--- config.mk ---
export PLATFORM = sky130hd
export DESIGN_NAME = ipc_mailbox
export DESIGN_NICKNAME = d
export VERILOG_FILES = /design/src/rtl/mbx_pkg.sv /design/src/rtl/mbx_queue.sv /design/src/rtl/mbx_user_irq.sv /design/src/rtl/mbx_decode.sv /design/src/rtl/ipc_mailbox.sv
export SDC_FILE = /design/constraint.sdc
export NUM_CORES = 1
export LEC_CHECK = 0
export BUFFER_PORTS_ARGS = -buffer_cell sky130_fd_sc_hd__clkbuf_2
export CORE_MARGIN = 3
export CORE_UTILIZATION = 47
export DETAILED_ROUTE_END_ITERATION = 7
export HOLD_SLACK_MARGIN = 0.03
export PLACE_DENSITY_LB_ADDON = 0.2
export SLEW_MARGIN = 40
export SYNTH_ARGS = -nofsm -noshare
export SYNTH_HDL_FRONTEND = slang
export SYNTH_SLANG_ARGS = --single-unit
--- constraint.sdc ---
create_clock -name clk -period 2.6 [get_ports clk]
set_input_delay 0.39 -clock clk [delete_from_list [all_inputs] [get_ports clk]]
set_output_delay 0.39 -clock clk [all_outputs]
set_load 0.005 [all_outputs]
--- src/rtl/mbx_pkg.sv ---
package mbx_pkg;

  typedef enum logic {
    LAYOUT_LEGACY = 1'b0,
    LAYOUT_SPLIT  = 1'b1
  } mbx_layout_e;

  localparam int WORD_W = 32;
  typedef logic [WORD_W-1:0] word_t;

endpackage

--- src/rtl/mbx_queue.sv ---
module mbx_queue #(
  parameter int DEPTH = 4,
  parameter int DW    = 32,
  localparam int PW   = (DEPTH > 1) ? $clog2(DEPTH) : 1,
  localparam int CW   = $clog2(DEPTH + 1)
) (
  input  logic          clk,
  input  logic          rst_n,
  input  logic          push,
  input  logic [DW-1:0] push_data,
  input  logic          pop,
  output logic [DW-1:0] head,
  output logic [CW-1:0] count,
  output logic          full,
  output logic          empty,
  output logic          nf_pulse
);

  logic [DW-1:0] mem [DEPTH];
  logic [PW-1:0] wp, rp;
  logic          do_push, do_pop;

  assign full     = (count == CW'(DEPTH));
  assign empty    = (count == '0);
  assign do_push  = push && !full;
  assign do_pop   = pop && !empty;
  assign head     = empty ? '0 : mem[rp];
  assign nf_pulse = do_pop && full;

  always_ff @(posedge clk or negedge rst_n) begin
    if (!rst_n) begin
      wp    <= '0;
      rp    <= '0;
      count <= '0;
      for (int i = 0; i < DEPTH; i++) mem[i] <= '0;
    end else begin
      if (do_push) begin
        mem[wp] <= push_data;
        wp      <= (wp == PW'(DEPTH - 1)) ? '0 : wp + 1'b1;
      end
      if (do_pop) begin
        rp <= (rp == PW'(DEPTH - 1)) ? '0 : rp + 1'b1;
      end
      if (do_push && !do_pop)      count <= count + 1'b1;
      else if (do_pop && !do_push) count <= count - 1'b1;
    end
  end

  // the count never passes the depth
  p_no_overflow_r5: assert property (@(posedge clk) disable iff (!rst_n)
    count <= CW'(DEPTH));

  // a push into a full queue leaves the count as it was
  p_drop_full_r5: assert property (@(posedge clk) disable iff (!rst_n)
    (push && full && !pop) |=> $stable(count));

  // a pop of an empty queue leaves it empty
  p_pop_empty_r6: assert property (@(posedge clk) disable iff (!rst_n)
    (pop && empty && !push) |=> (count == '0));

endmodule

--- src/rtl/mbx_user_irq.sv ---
module mbx_user_irq #(
  parameter int NB = 8
) (
  input  logic          clk,
  input  logic          rst_n,
  input  logic [NB-1:0] lvl_set,
  input  logic [NB-1:0] pls_set,
  input  logic [NB-1:0] st_clr,
  input  logic          en_load,
  input  logic [NB-1:0] en_wdata,
  input  logic [NB-1:0] en_set,
  input  logic [NB-1:0] en_clr,
  output logic [NB-1:0] status,
  output logic [NB-1:0] enable,
  output logic          irq
);

  logic [NB-1:0] status_d, enable_d;

  always_comb begin
    status_d = ((status | lvl_set) & ~st_clr) | pls_set;
    if (en_load) enable_d = en_wdata;
    else         enable_d = (enable | en_set) & ~en_clr;
  end

  always_ff @(posedge clk or negedge rst_n) begin
    if (!rst_n) begin
      status <= '0;
      enable <= '0;
    end else begin
      status <= status_d;
      enable <= enable_d;
    end
  end

  assign irq = |(status & enable);

  // bits written with 1 read back cleared unless a pulse event set them
  p_w1c_r9: assert property (@(posedge clk) disable iff (!rst_n)
    (st_clr != '0) |=> ((status & $past(st_clr) & ~$past(pls_set)) == '0));

  // a level event not being cleared shows in status one edge later
  p_newmsg_r7: assert property (@(posedge clk) disable iff (!rst_n)
    ((lvl_set & ~st_clr) != '0) |=>
      ((status & $past(lvl_set & ~st_clr)) == $past(lvl_set & ~st_clr)));

  // set bits become enabled unless cleared in the same write
  p_en_set_r11: assert property (@(posedge clk) disable iff (!rst_n)
    ((en_set & ~en_clr) != '0 && !en_load) |=>
      ((enable & $past(en_set & ~en_clr)) == $past(en_set & ~en_clr)));

  // a raised line implies both a pending and an enabled bit
  p_irq_src_r12: assert property (@(posedge clk) disable iff (!rst_n)
    irq |-> (status != '0 && enable != '0));

endmodule

--- src/rtl/mbx_decode.sv ---
module mbx_decode
  import mbx_pkg::*;
#(
  parameter int          AW     = 12,
  parameter int          NQ     = 4,
  parameter int          NU     = 2,
  parameter mbx_layout_e LAYOUT = LAYOUT_LEGACY
) (
  input  logic [AW-1:0] addr,
  output logic          sel_rev,
  output logic [NQ-1:0] sel_msg,
  output logic [NQ-1:0] sel_full,
  output logic [NQ-1:0] sel_cnt,
  output logic [NU-1:0] sel_st,
  output logic [NU-1:0] sel_ens,
  output logic [NU-1:0] sel_enc
);

  assign sel_rev = (addr == '0);

  for (genvar m = 0; m < NQ; m++) begin : g_q
    assign sel_msg[m]  = (addr == AW'(64  + 4 * m));
    assign sel_full[m] = (addr == AW'(128 + 4 * m));
    assign sel_cnt[m]  = (addr == AW'(192 + 4 * m));
  end

  for (genvar u = 0; u < NU; u++) begin : g_u
    if (LAYOUT == LAYOUT_LEGACY) begin : g_leg
      assign sel_st[u]  = (addr == AW'(256 + 8 * u));
      assign sel_ens[u] = (addr == AW'(260 + 8 * u));
      assign sel_enc[u] = 1'b0;
    end else begin : g_spl
      assign sel_st[u]  = (addr == AW'(260 + 16 * u));
      assign sel_ens[u] = (addr == AW'(264 + 16 * u));
      assign sel_enc[u] = (addr == AW'(268 + 16 * u));
    end
  end

endmodule

--- src/rtl/ipc_mailbox.sv ---
module ipc_mailbox
  import mbx_pkg::*;
#(
  parameter int          AW       = 12,
  parameter int          NQ       = 4,
  parameter int          NU       = 2,
  parameter int          DEPTH    = 4,
  parameter logic [7:0]  REVISION = 8'h21,
  parameter mbx_layout_e LAYOUT   = LAYOUT_LEGACY,
  localparam int         NB       = 2 * NQ,
  localparam int         CW       = $clog2(DEPTH + 1)
) (
  input  logic          clk,
  input  logic          rst_n,
  input  logic [AW-1:0] bus_addr,
  input  logic          bus_wr,
  input  logic          bus_rd,
  input  logic [31:0]   bus_wdata,
  output logic [31:0]   rd_data,
  output logic          rd_valid,
  output logic [NU-1:0] irq
);

  logic          wr_fire, rd_fire;
  logic          sel_rev;
  logic [NQ-1:0] sel_msg, sel_full, sel_cnt;
  logic [NU-1:0] sel_st, sel_ens, sel_enc;

  logic [NQ-1:0] q_full, q_empty, q_nfp;
  word_t         q_head [NQ];
  logic [CW-1:0] q_cnt  [NQ];

  logic [NB-1:0] ev_lvl, ev_pls;
  logic [NB-1:0] st_v [NU];
  logic [NB-1:0] en_v [NU];
  word_t         rdata_c;

  assign wr_fire = bus_wr;
  assign rd_fire = bus_rd && !bus_wr;

  mbx_decode #(.AW(AW), .NQ(NQ), .NU(NU), .LAYOUT(LAYOUT)) u_dec (
    .addr     (bus_addr),
    .sel_rev  (sel_rev),
    .sel_msg  (sel_msg),
    .sel_full (sel_full),
    .sel_cnt  (sel_cnt),
    .sel_st   (sel_st),
    .sel_ens  (sel_ens),
    .sel_enc  (sel_enc)
  );

  for (genvar m = 0; m < NQ; m++) begin : g_queue
    mbx_queue #(.DEPTH(DEPTH), .DW(WORD_W)) u_q (
      .clk       (clk),
      .rst_n     (rst_n),
      .push      (wr_fire && sel_msg[m]),
      .push_data (bus_wdata),
      .pop       (rd_fire && sel_msg[m]),
      .head      (q_head[m]),
      .count     (q_cnt[m]),
      .full      (q_full[m]),
      .empty     (q_empty[m]),
      .nf_pulse  (q_nfp[m])
    );
    assign ev_lvl[2*m]   = !q_empty[m];
    assign ev_lvl[2*m+1] = 1'b0;
    assign ev_pls[2*m]   = 1'b0;
    assign ev_pls[2*m+1] = q_nfp[m];
  end

  for (genvar u = 0; u < NU; u++) begin : g_user
    logic [NB-1:0] st_clr, en_set, en_clr;
    logic          en_load;

    assign st_clr = (wr_fire && sel_st[u]) ? bus_wdata[NB-1:0] : '0;

    if (LAYOUT == LAYOUT_LEGACY) begin : g_leg
      assign en_load = wr_fire && sel_ens[u];
      assign en_set  = '0;
      assign en_clr  = '0;
    end else begin : g_spl
      assign en_load = 1'b0;
      assign en_set  = (wr_fire && sel_ens[u]) ? bus_wdata[NB-1:0] : '0;
      assign en_clr  = (wr_fire && sel_enc[u]) ? bus_wdata[NB-1:0] : '0;
    end

    mbx_user_irq #(.NB(NB)) u_irq (
      .clk      (clk),
      .rst_n    (rst_n),
      .lvl_set  (ev_lvl),
      .pls_set  (ev_pls),
      .st_clr   (st_clr),
      .en_load  (en_load),
      .en_wdata (bus_wdata[NB-1:0]),
      .en_set   (en_set),
      .en_clr   (en_clr),
      .status   (st_v[u]),
      .enable   (en_v[u]),
      .irq      (irq[u])
    );
  end

  always_comb begin
    rdata_c = '0;
    if (sel_rev) rdata_c = 32'(REVISION);
    for (int m = 0; m < NQ; m++) begin
      if (sel_msg[m])  rdata_c = rdata_c | q_head[m];
      if (sel_full[m]) rdata_c = rdata_c | 32'(q_full[m]);
      if (sel_cnt[m])  rdata_c = rdata_c | 32'(q_cnt[m]);
    end
    for (int u = 0; u < NU; u++) begin
      if (sel_st[u])              rdata_c = rdata_c | 32'(st_v[u]);
      if (sel_ens[u] || sel_enc[u]) rdata_c = rdata_c | 32'(en_v[u]);
    end
  end

  always_ff @(posedge clk or negedge rst_n) begin
    if (!rst_n) begin
      rd_data  <= '0;
      rd_valid <= 1'b0;
    end else begin
      rd_valid <= rd_fire;
      if (rd_fire) rd_data <= rdata_c;
    end
  end

  // every accepted read is answered on the next cycle
  p_rd_resp_r2: assert property (@(posedge clk) disable iff (!rst_n)
    rd_fire |=> rd_valid);

  // no response appears without a read
  p_rd_quiet_r2: assert property (@(posedge clk) disable iff (!rst_n)
    !rd_fire |=> !rd_valid);

endmodule

---- After elaboration in Yosys (flattened, before gate mapping) ----
Index checks and enable logic that the tools add are counted.
cells by class
  $add $sub $neg .......................... 16
  magnitude comparators ................... 12
  equality and inequality tests ........... 28
  bitwise gates (word level) .............. 34
  shift operators ......................... 0
  muxes and demuxes ....................... 63
  reduce and logical (&&, ||, !) cells .... 65
  divide/modulo/power cells ............... 0
  multipliers ............................. 0
operators by type and width
  cell                                                               count
  32-bit two-way mux                                                 32
  128-bit bitwise mux                                                4
  32-bit binary-select mux with 2-bit select                         4
  32-bit demux with 2-bit select                                     4
  32-bit by 1-bit OR with 32-bit output                              4
  32-bit by 3-bit OR with 32-bit output                              4
  32-bit OR                                                          4
  32-bit by 8-bit OR with 32-bit output                              4
  12-bit by 8-bit == test with 1-bit output (second input constant)  8
  12-bit by 7-bit == test with 1-bit output (second input constant)  4
  12-bit by 9-bit == test with 1-bit output (second input constant)  4
  1-bit logical AND                                                  37
  8-bit AND                                                          4
  3-bit >= comparator (second input constant)                        8
  3-bit two-way mux                                                  8
  2-bit inverter with 3-bit output                                   8
  1-bit zero test                                                    17
  2-bit by 1-bit adder with 2-bit output (second input constant)     8
  2-bit == test (second input constant)                              8
  2-bit two-way mux                                                  8
  8-bit two-way mux                                                  2
  8-bit inverter                                                     2
  8-bit by 7-bit OR with 8-bit output                                2
  8-bit OR                                                           2
  9 further kinds                                                    28
word-level totals
  bits in latches ......................... 0
  ROM bits ................................ 0
  logic and storage cells ................. 252
  memories kept ........................... 0
  memory bits (writable) .................. 0
  output and inout bits ................... 35
  flip-flop bits (word level) ............. 605

---- Depth between registers and ports, before layout ----
Gate-level depths: netlist of the first run.
  word-level depth ........................ 37
  depth in mapped cells ................... 11
  depth with buffers taken out ............ 10

---- Hierarchy ----
A second synthesis of the first run with hierarchy kept.
second synthesis, totals
  cells, all modules ...................... 1,947
  area total of the unflattened synthesis .. 28,782.6 sq um
by module, submodules not included
  module                          cells each  times used  area an instance (sq um)
  mbx_queue (g_queue[0].u_q ...)  384         3           6,229.7
  mbx_queue (g_queue[3].u_q)      384         1           6,226.0
  ipc_mailbox                     254         1           2,229.6
  mbx_user_irq                    63          2           679.4
  mbx_decode                      31          1           279.0

---- Worst setup path after synthesis of the first run ----
OpenSTA, ideal clock, no wires.
  kind .................................... input to register
  start point ............................. input port bus_addr[2]
  end point ............................... register g_queue[0].u_q.count[1]
  path slack .............................. -97 ps
  data arrival time ....................... 2,572 ps
  library setup time ...................... 125 ps
  required time ........................... 2,475 ps
  path buffers ............................ 2
  stages .................................. 9
  cells stage by stage .................... buf_2 > nor4_1 > and4_1 > clkbuf_1 > nand2_1 > ha_1 > inv_1 > fa_1 > mux2_2
between the ends
  cells in the longest elaborated chain, start to end .. 6
  elaborated cells between the ends (all ways) .. 11
  classes of those cells .................. eq/ne (1); mux (1); reduce/logical (9)
RTL lines
  element                                                         RTL line                              RTL
  from (decl)                                                     ipc_mailbox.sv:15                     input logic [AW-1:0] bus_addr,
  12-bit by 7-bit == test with 1-bit output (*)                   mbx_decode.sv:22                      assign sel_msg[m] = (addr == AW'(64 + 4 * m));
  1-bit logical AND (on tied branches)                            ipc_mailbox.sv:58, ipc_mailbox.sv:56
  1-bit logical AND (on tied branches)                            mbx_queue.sv:26, mbx_queue.sv:25
  1-bit zero test (on tied branches)                              mbx_queue.sv:44, mbx_queue.sv:45
  1-bit logical AND (on tied branches)                            mbx_queue.sv:44, mbx_queue.sv:45
  3-bit two-way mux / 2-bit nonzero test (equally long branches)  --
  to (signal assigned)                                            mbx_queue.sv:44                       if (do_push && !do_pop) count <= count + 1'b1;
  to (signal assigned)                                            mbx_queue.sv:45                       else if (do_pop && !do_push) count <= count - 1'b1;
  to (decl)                                                       mbx_queue.sv:13                       output logic [CW-1:0] count,
Mark *: on every way between the ends. The rest lies on a longest branch, timed or not.
A chain may end at the register's enable or synchronous reset.

---- Worst setup path after layout of the first run ----
  start point ............................. register g_queue[2].u_q.count[1]
  end point ............................... register g_queue[2].u_q.count[2]
between the ends
  cells in the longest elaborated chain, start to end .. 6
  elaborated cells between the ends (all ways) .. 15
  classes of those cells .................. add/sub (2); eq/ne (1); mux (2); reduce/logical (10)
RTL lines
  element                                                                                              RTL line
  from (decl)                                                                                          mbx_queue.sv:13
  from (signal assigned)                                                                               mbx_queue.sv:44
  from (signal assigned)                                                                               mbx_queue.sv:45
  parallel branches: the longest is 6 deep, another holds 3-bit by 1-bit subtractor with 3-bit output  --
Parallel ways; which one is timed is not known. The select of a mux whose other input is x is not followed.

==> results of run 1 <==
-- worst max-delay path: cells and delay by family (launching register included) --
kind	cells	cell delay, ps
buffers and inverters	1	60
AND/OR/NAND/NOR	4	930
flip-flops	1	440
XOR/XNOR	2	320
adder cells (fa/ha/maj)	2	570
-- area by class of cell --
cell class | count | share of cell area, %
Clock buffer | 86 | 5.25
Clock inverter | 24 | 1.08
Inverter | 19 | 0.217
Multi-Input combinational cell | 1038 | 39.1
Sequential cell | 605 | 46.2
Tap cell | 782 | 2.98
Timing Repair Buffer | 197 | 5.22
-- through the flow --
step / utilization [%] / worst slack [ps] / std cells
CTS: 54.2 / 229 / 2751
global placement: 50.7 / 67.7 / 2640
global route: 54.2 / 54.9 / 2751
floorplan: - / 2.98 / 1808
detailed placement: 50.7 / 67.7 / 2640
finish: 54.2 / 215 / 2751
-- cells by family (layout without fill, tap and decap cells) --
family                     Yosys count  in the layout  share of synthesized area [%]
muxes                              676            676                           35.3
DFF                                605            605                           52.3
and+or+nand+nor                    175            175                           3.68
buffers and inverters              165            326                           3.48
AOI/OAI and AO/OA                  147            147                           3.50
adders and majority gates           28             28                           1.32
xor gates and xnor gates            12             12                          0.363
-- cells in the mapped netlist, types with 5 or more instances --
cell type | number | area share, %
a22oi_1 | 60 | 1.6
buf_2 | 15 | 0.26
nor2_1 | 54 | 0.70
mux2_4 | 300 | 16
clkbuf_1 | 65 | 0.84
ha_1 | 24 | 1.0
nand2_1 | 33 | 0.43
o21ai_0 | 18 | 0.31
nor4b_1 | 7 | 0.21
mux4_2 | 132 | 10
mux2_1 | 180 | 7.0
a31oi_1 | 30 | 0.65
nand3_1 | 7 | 0.12
mux2i_1 | 7 | 0.24
buf_6 | 48 | 1.9
inv_1 | 19 | 0.25
dfrtp_1 | 605 | 52
nor4_1 | 6 | 0.13
a21oi_1 | 14 | 0.24
nor3_1 | 9 | 0.16
nor2_2 | 5 | 0.11
nor3b_1 | 5 | 0.13
mux2_2 | 57 | 2.2
xor2_1 | 8 | 0.24
buf_1 | 15 | 0.19
nand2_4 | 16 | 0.62
-- flip-flops by register name, summed over array words and instances, names as in the netlist --
register and count:
g_queue.u_q.count 12, g_queue.u_q.mem 512, g_queue.u_q.rp 8, g_queue.u_q.wp 8, g_user.u_irq.enable 16, g_user.u_irq.status 16
rd_data 32, rd_valid 1
-- per-layer routing --
layer  wire, µm  part of all wire, %  global-route usage [%]  up-vias
met2      35100                   47                    37.9      369
met1      34600                   47                    35.0     9036
met4       1140                  1.5                    4.44        2
li1           -                    -                       -     6923
met3       3510                  4.7                    3.85       92
met5         11                0.015                       0        -
-- power groups by stage --
stage	Combinational, mW	Clock [mW]	Sequential, mW
floorplan	0.215	0	9.70
global placement	0.683	0	9.72
detailed placement	0.698	0	9.73
CTS	0.704	9.38	9.55
global route	0.771	9.73	9.55
finish	0.690	9.17	9.55
-- cell usage in the layout, fill, tap and decap left out, drive strengths merged, types with 2 or more instances in the layout --
| master | instances |
|---|---|
| ha | 24 |
| nand3 | 7 |
| a222oi | 4 |
| o2bb2ai | 3 |
| mux4 | 132 |
| a22o | 2 |
| clkinv | 14 |
| fa | 4 |
| nor2 | 59 |
| and2 | 2 |
| nand3b | 4 |
| a21oi | 14 |
| a211oi | 4 |
| a21o | 4 |
| bufinv | 8 |
| mux2i | 7 |
| o21ai | 18 |
| xnor2 | 4 |
| inv | 20 |
| nand2b | 3 |
| mux2 | 537 |
| clkbuf | 167 |
| a22oi | 60 |
| a221oi | 3 |
| a31oi | 30 |
| and4 | 3 |
| nor3 | 13 |
| nor2b | 2 |
| dfrtp | 605 |
| nand2 | 49 |
| nor4 | 7 |
| nor3b | 5 |
| or3 | 3 |
| nand4 | 5 |
| xor2 | 8 |
| buf | 115 |
| nor4b | 7 |
-- path summary, 6_finish.rpt --
check / startpoint / end / slack [ps] / depth (start not counted)
setup / recovery: g_queue[2].u_q.count[1] / g_queue[2].u_q.count[2] / 220 / 9
hold / removal: bus_wdata[15] / g_queue[0].u_q.mem[79] / 210 / 2
setup reg to reg: g_queue[2].u_q.count[1] / g_queue[2].u_q.count[2] / 220 / 9
hold reg to reg: g_queue[2].u_q.mem[56] / g_queue[2].u_q.mem[56] / 490 / 1
max in group asynchronous: rst_n / g_queue[2].u_q.rp[0] / 1390 / 3
min in group asynchronous: rst_n / g_queue[1].u_q.mem[7] / 330 / 2
-- what timing repair did --
item | 4_1_cts | 5_1_grt
endpoints found under the hold margin | 44 | 0
resized for setup | 0 | 0
hold buffers | 1 | 0
endpoints found under the setup margin | 0 | 0
==> results.yml, run 1 <==
timing:
  hold_ws_ps: 211
  fin_skew_ps: 34.5
  grt_setup_unrepaired: "no"
  slew_viol_final: 0
  tightest_slew_ps: 702
  finalCritPeriodShare_pct: 91.7
  period_minus_slack_ps: 2380
  hold_viol_final: 0
  finalSetupViolCount: 0
  relSlewSlack_pct: 53.2
  tns_ps: 0
  fmax_mhz: 419
synthesis:
  ys_seq_area_share_pct: 52.3
  synth-main-ff-cell: "dfrtp_1"
  synth_seq_cells: 605
  synth_enable_flop_cells: 0
  syn_nets: 1884
  yosys_warnings: 0
  async_reset_ff_share_pct: 100
  syn_inst: 1808
  syn_area_per_cell_um2: 16.0
  yosysUniqueCellTypes: 57
  syn-cell-area_um2: 28900
worst_setup_path:
  worstSetupPathType: "reg -> reg"
  crit_chain: "or3_1, and4_1, nand2_1, ha_1, inv_1, fa_1, xor2_1, nor2_1, xor2_1"
  worstPathMaxFanout: 5
  crit_top_cell: "xor2_1"
  cp-start-kind: "register"
  critPathArrivalTime_ps: 2930
  slowest_stage: "or3_1"
  end_kind: "register"
  required_ps: 3140
  max_stage_delay_ps: 460
clock_tree:
  clkLatencyLatePin_ps: 650
  cts.sinks: 605
  cts_buffer_depth: 3
  numCtsBuffers: 61
  cts_tree: "yes"
  clockRootBuffer: "clkbuf_16"
  path_clk_slew_ps: 60
  cts_max_level: 2
  post_cts_buffers: 0
die:
  fp-row-count: 90
  die_w_um: 254
  start_util_pct: 47.7
  ios: 83
  floorplan.core_area_um2: 60600
  fp.dieH_um: 254
  die_area_um2: 64600
power_and_ir_drop:
  internal_power_mw: 15.1
  static-leakage-power_nw: 16.7
  p_per_area_nw_per_um2: 592
  p_switching_mw: 4.34
  peakVddDrop_mv: 0.557
  seqPwrFrac_pct: 49.2
  finalPower_mw: 19.4
  clkPwrFrac_pct: 47.3
  comb_power_share_pct: 3.6
  swShare_pct: 22.3
layout:
  fill_cells: 4839
  syn2layout_area_growth_pct: 13.4
  layout.nets: 1998
  fin_area_um2: 32800
  diodes: 0
  multi_input_area_um2: 12800
  register_area_um2: 15100
  drive_gt1_share_pct: 41.8
route:
  drtIter0Drc: 1228
  routedWlPerCell_um: 27.1
  drc: 0
  vias: 16422
  via_per_inst: 5.97
  detail-route-antenna-nets: 0
  dr.pass1.iters: 6
  postRouteWirelength_mm: 74.4
global_routing:
  gr-total-overflow: 0
  grt_max_degree: 74
  grt_pass1_wl_mm: 115
  grt_pass1_vias: 17539
  antenna_found_initial: 2
  grtUsageTotal_pct: 23.8
placed_design:
  finalWeightedCongestion: 0.916
  portBuffers: 82
  hpwl_mm: 46.7
  place_area_um2: 30700
run:
  drv_cap: 0
outcome:
  status: "completed"
min_path:
  hold_class: "in -> reg"
No activity file was read; power rests on OpenSTA's default activity.
==> run 2: changes to the inputs <==
--- a/config.mk
+++ b/config.mk
@@ -9,6 +9,7 @@
 export CORE_MARGIN = 3
 export CORE_UTILIZATION = 47
 export DETAILED_ROUTE_END_ITERATION = 7
+export GPL_TIMING_DRIVEN = 0
 export HOLD_SLACK_MARGIN = 0.03
 export PLACE_DENSITY_LB_ADDON = 0.2
 export SLEW_MARGIN = 40
==> constraint.sdc (replaced) <==
create_clock -name clk -period 2 [get_ports clk]
set_input_delay 0.3 -clock clk [delete_from_list [all_inputs] [get_ports clk]]
set_output_delay 0.3 -clock clk [all_outputs]
set_load 0.005 [all_outputs]
==> run 2 against run 1 <==
The flow now finishes with violations (setup timing). Sequential cell count is the same. Via count grew 2.1%. Worst setup slack lost 460 ps. Sequential power grew 31%. Critical path depth grew 1. Clock-buffer cell count grew 10. Global-route usage grew 0.61 points. Design area grew 6.7%. Routed wire length grew 3.7%.
==> results.yml, run 2 (same netlist as run 1, synthesis figures left out) <==
outcome:
  status: "complete, but fails checks"
  failed_checks: "setup timing"
layout:
  syn2layout_area_growth_pct: 21.0
  largestRegisters: "g_queue.u_q.mem: 512 flops, rd_data: 32 flops"
  largest_register_ffs: 512
  layout.nets: 2103
  layout_commonest_cell: "dfrtp_1"
  regMostFlops: "g_queue.u_q.mem"
  layout_common_cells: "dfrtp_1, mux2_4, mux4_2, clkbuf_2, clkbuf_16"
  finish.utilization_pct: 57.8
  diodes: 0
  drive_gt1_share_pct: 53.8
  instances_no_fill: 2858
worst_setup_path:
  critPathArrivalTime_ps: 2760
  cp-start-kind: "register"
  worstSetupPathType: "reg -> reg"
  end_kind: "register"
  required_ps: 2510
  worstPathMaxFanout: 4
placed_design:
  place_inst: 2672
  hpwl_mm: 52.5
  portBuffers: 73
  place_ws_ps: -1200
  finalWeightedCongestion: 0.931
timing:
  fin_skew_ps: 18.9
  tightest_slew_ps: 786
  fin_ws_ps: -249
  finalCritPeriodShare_pct: 112
  finalSetupViolCount: 117
  slew_viol_final: 0
  period_minus_slack_ps: 2250
  fmax_mhz: 445
  relSlewSlack_pct: 47.6
  hold_viol_final: 0
  tns_ps: -4270
  grt_setup_unrepaired: "yes"
die:
  die_w_um: 254
  die_area_um2: 64600
  floorplan.core_area_um2: 60600
  ios: 83
  fp-row-count: 90
  fp.dieH_um: 254
  start_util_pct: 47.7
clock_tree:
  cts_tree: "yes"
  cts_max_level: 3
  clockRootBuffer: "clkbuf_16"
  path_clk_slew_ps: 60
  clkLatencyLatePin_ps: 600
  numCtsBuffers: 67
  cts_buffer_depth: 3
  cts.sinks: 605
route:
  detail-route-antenna-nets: 0
  dr_wl_met2_mm: 36.9
  dr.pass1.iters: 5
  postRouteWirelength_mm: 77.2
  top_layer_used: "met4"
  drc: 0
  wl_met1_mm: 33.3
  via_per_inst: 5.87
  routedWlPerCell_um: 27.0
  drtIter0Drc: 1205
  routed-wl-met3_mm: 4.29
  vias: 16774
global_routing:
  grt_max_degree: 74
  grt_pass1_wl_mm: 118
  grt_pass1_vias: 18047
  gr-total-overflow: 0
  grtUsageTotal_pct: 24.4
  antenna_found_initial: 0
power_and_ir_drop:
  static-leakage-power_nw: 17.7
  peakVddDrop_mv: 0.573
  p_per_area_nw_per_um2: 728
  finalPower_mw: 25.5
run:
  drv_cap: 0
min_path:
  hold_class: "in -> reg"
==> run 2: timing repair <==
item	in CTS	in global routing
gates cloned	0	9
setup endpoints to repair	544	384
buffers inserted	46	19
resized for setup	116	94
hold endpoints to repair	191	0
hold buffers	1	0
pin swaps	20	10
==> run 2: per-layer routing <==
layer  GRT usage (%)  vias to the layer above
met1            33.4                     9040
met5               0                        -
met4            8.36                        0
met2            39.1                      455
met3            5.03                      134
li1                -                     7145
==> run 2: final timing paths <==
path                                        endpoint  cells after the start  slack (ps)               startpoint
max                          g_queue[1].u_q.count[2]                     10        -250  g_queue[1].u_q.count[0]
min                          g_queue[0].u_q.mem[121]                      2          70            bus_wdata[25]
max reg2reg                  g_queue[1].u_q.count[2]                     10        -250  g_queue[1].u_q.count[0]
min reg2reg                   g_queue[1].u_q.mem[62]                      1         500   g_queue[1].u_q.mem[62]
max in group asynchronous     g_queue[3].u_q.mem[26]                      5         440                    rst_n
min in group asynchronous  g_user[1].u_irq.status[7]                      2         200                    rst_n
==> run 2: final cells by class <==
class / count / area (µm²)
Clock inverter: 22 / 175
Sequential cell: 605 / 15200
Fill cell: 4651 / 25600
Buffer: 140 / 1360
Multi-Input combinational cell: 1038 / 13900
Inverter: 19 / 71.3
Tap cell: 782 / 978
Timing Repair Buffer: 156 / 1390
Clock buffer: 96 / 1940
==> run 2: metrics by stage <==
stage | hold slack (ps) | area (µm²)
after global routing | 68.5 | 35000
after detailed placement | 244 | 31300
after global placement | 483 | 31100
after CTS | 48.2 | 34200
final | 67.6 | 35000
after floorplan | 4.41 | 29700
==> run 2: worst max-delay path, stage by stage (launching register included) <==
cell and delay (ps):
dfrtp_2 440, or3_4 390, nand4_1 180, nor2_4 70, inv_2 90, ha_4 130
inv_2 30, fa_2 330, xor2_1 170, nor2_1 170, xor2_1 170
==> run 2: where the power goes <==
part / internal [mW] / total [mW] / switching, mW
Combinational: 0.283 / 0.971 / 0.688
Sequential: 12.3 / 12.5 / 0.120
Clock: 7.00 / 12.1 / 5.06
==> run 3: changes to the inputs <==
--- a/config.mk
+++ b/config.mk
@@ -12,6 +12,7 @@
 export GPL_TIMING_DRIVEN = 0
 export HOLD_SLACK_MARGIN = 0.03
 export PLACE_DENSITY_LB_ADDON = 0.2
+export REMOVE_ABC_BUFFERS = 1
 export SLEW_MARGIN = 40
 export SYNTH_ARGS = -nofsm -noshare
 export SYNTH_HDL_FRONTEND = slang
==> run 3 against run 2 <==
Via count grew 3.6%. Sequential power is essentially flat. Largest power group is now the clock network. Utilization is essentially flat. Cell count shrank 0.56%. Total power grew 2.6%. The flow still finishes with violations (setup timing). Global-route usage grew 1.8 points. Sequential share of layout area grew 0.066 points. Critical path depth shrank 3.
==> results.yml, run 3 (same netlist as run 1, synthesis figures left out) <==
route:
  dr.pass1.iters: 5
  postRouteWirelength_mm: 84.2
  detail-route-antenna-nets: 0
  routedWlPerCell_um: 29.6
  drtIter0Drc: 1569
  vias: 17382
  drc: 0
  via_per_inst: 6.12
placed_design:
  place_area_um2: 30200
  place_inst: 2559
  finalWeightedCongestion: 0.918
  place_ws_ps: -1440
  hpwl_mm: 42.3
  portBuffers: 82
layout:
  finish.utilization_pct: 57.8
  layout_common_cells: "dfrtp_1, mux2_4, mux2_1, mux4_2, buf_4"
  drive_gt1_share_pct: 47.4
  fin_area_um2: 35000
  largestRegisters: "g_queue.u_q.mem: 512 flops, rd_data: 32 flops"
  fill_cells: 4597
  layout.nets: 2088
  instances_no_fill: 2842
  largest_register_ffs: 512
  regMostFlops: "g_queue.u_q.mem"
  syn2layout_area_growth_pct: 21.0
  layout_commonest_cell: "dfrtp_1"
worst_setup_path:
  end_kind: "register"
  crit_cells: 7
  max_stage_delay_ps: 730
  required_ps: 2450
  worstSetupPathType: "reg -> reg"
  crit_chain: "nor3_4, buf_4, buf_4, nor3_4, buf_6, a222oi_1, a21oi_1"
  r2r_cells: 7
  slowest_stage: "a222oi_1"
  critPathArrivalTime_ps: 2670
  cp.buffers_inverters: 3
  path_delay_family: "compound AO/OA/AOI/OAI gates"
  reg2reg_from: "g_queue[3].u_q.count[2]"
  worstPathMaxFanout: 4
  crit_path_start: "g_queue[3].u_q.count[2]"
  cp-start-kind: "register"
timing:
  fmax_mhz: 451
  slew_viol_final: 0
  period_minus_slack_ps: 2220
  grt_setup_unrepaired: "yes"
  fin_ws_ps: -218
  finalSetupViolCount: 101
  hold_viol_final: 0
  relSlewSlack_pct: 43.9
  finalCritPeriodShare_pct: 111
  fin_skew_ps: 25.5
  tightest_slew_ps: 841
power_and_ir_drop:
  internal_power_mw: 20.4
  clkPwrFrac_pct: 48.9
  comb_power_share_pct: 3.7
  p_per_area_nw_per_um2: 747
  swShare_pct: 22.1
  static-leakage-power_nw: 17.3
  peakVddDrop_mv: 0.644
  seqPwrFrac_pct: 47.4
  p_switching_mw: 5.77
  finalPower_mw: 26.2
outcome:
  status: "complete, but fails checks"
  failed_checks: "setup timing"
global_routing:
  grtUsageTotal_pct: 26.2
  grt_pass1_wl_mm: 123
  antenna_found_initial: 1
  gr-total-overflow: 0
  grt_max_degree: 74
  grt_pass1_vias: 18105
die:
  die_area_um2: 64600
  ios: 83
  start_util_pct: 47.7
  fp.dieH_um: 254
  die_w_um: 254
  floorplan.core_area_um2: 60600
  fp-row-count: 90
clock_tree:
  clkLatencyLatePin_ps: 610
  clockRootBuffer: "clkbuf_16"
  cts_max_level: 3
  cts_buffer_depth: 3
  numCtsBuffers: 67
  cts_tree: "yes"
  path_clk_slew_ps: 60
  cts.sinks: 605
min_path:
  hold_class: "in -> async"
run:
  drv_cap: 0
## run 3: cell types whose count changed in the layout (fill, tap and decap cells not counted), sizes merged
| cell | before | now |
|---|---|---|
| bufbuf | 0 | 3 |
| clkinv | 15 | 7 |
| diode | 0 | 1 |
| bufinv | 2 | 6 |
| dlygate4sd3 | 1 | 2 |
| clkinvlp | 3 | 1 |
| nand2 | 49 | 68 |
| clkbuf | 238 | 185 |
| inv | 21 | 19 |
| buf | 153 | 174 |
## run 3: final timing paths
kind                                                to  slack [ps]
worst max-delay path                        rd_data[6]        -220
min in group clk                            rd_data[0]         150
max in group asynchronous       g_queue[0].u_q.mem[64]         570
worst max register to register              rd_data[6]        -220
worst min register to register  g_queue[2].u_q.mem[48]         490
worst min-delay path            g_queue[0].u_q.mem[90]          90
## run 3: what timing repair did
action,4_1_cts,5_1_grt
gates resized for setup,109,66
endpoints found under the setup margin,573,273
buffers inserted,86,55
hold buffers,8,0
cloned,19,5
endpoints found under the hold margin,138,0
pin swaps,40,46
## run 3: area by class of cell
class                   count  area (µm²)  area share [%]
repair buffers            262        2810            8.02
multi-input cells        1057       13700            39.1
flip-flops and latches    605       15200            43.4
clock buffers             102        2060            5.89
inverters                  19        97.6           0.279
clock inverters            14         205           0.586
well taps                 782         978            2.79
diodes                      1        2.50         0.00715
## run 3: tightest hold or removal path: cells and delay by family
kind                   cells  cell delay [ps]
buffers and inverters      6              750
## run 3: per-stage QoR
step                      TNS (ps)  hold slack, ps
after global placement    -8639920             468
after global routing         -6430            86.6
after floorplan            -251990            4.41
final                        -2890            88.3
after CTS                     -655            61.2
after detailed placement   -722600             238
## run 3: layer usage
metal,global-route usage [%],up-vias,part of all wire [%]
li1,-,7145,-
met1,38.0,9412,44
met2,39.6,663,45
met3,5.36,162,7.0
met4,8.85,0,3.4
met5,0,-,0
## run 3: power by group through the flow
stage	Clock, mW	Sequential (mW)	Combinational (mW)
final	12.8	12.4	0.956
after global routing	13.5	12.4	1.06
after CTS	13.0	12.4	0.942
after detailed placement	0	12.6	0.871
after global placement	0	12.6	0.764
after floorplan	0	12.6	0.177
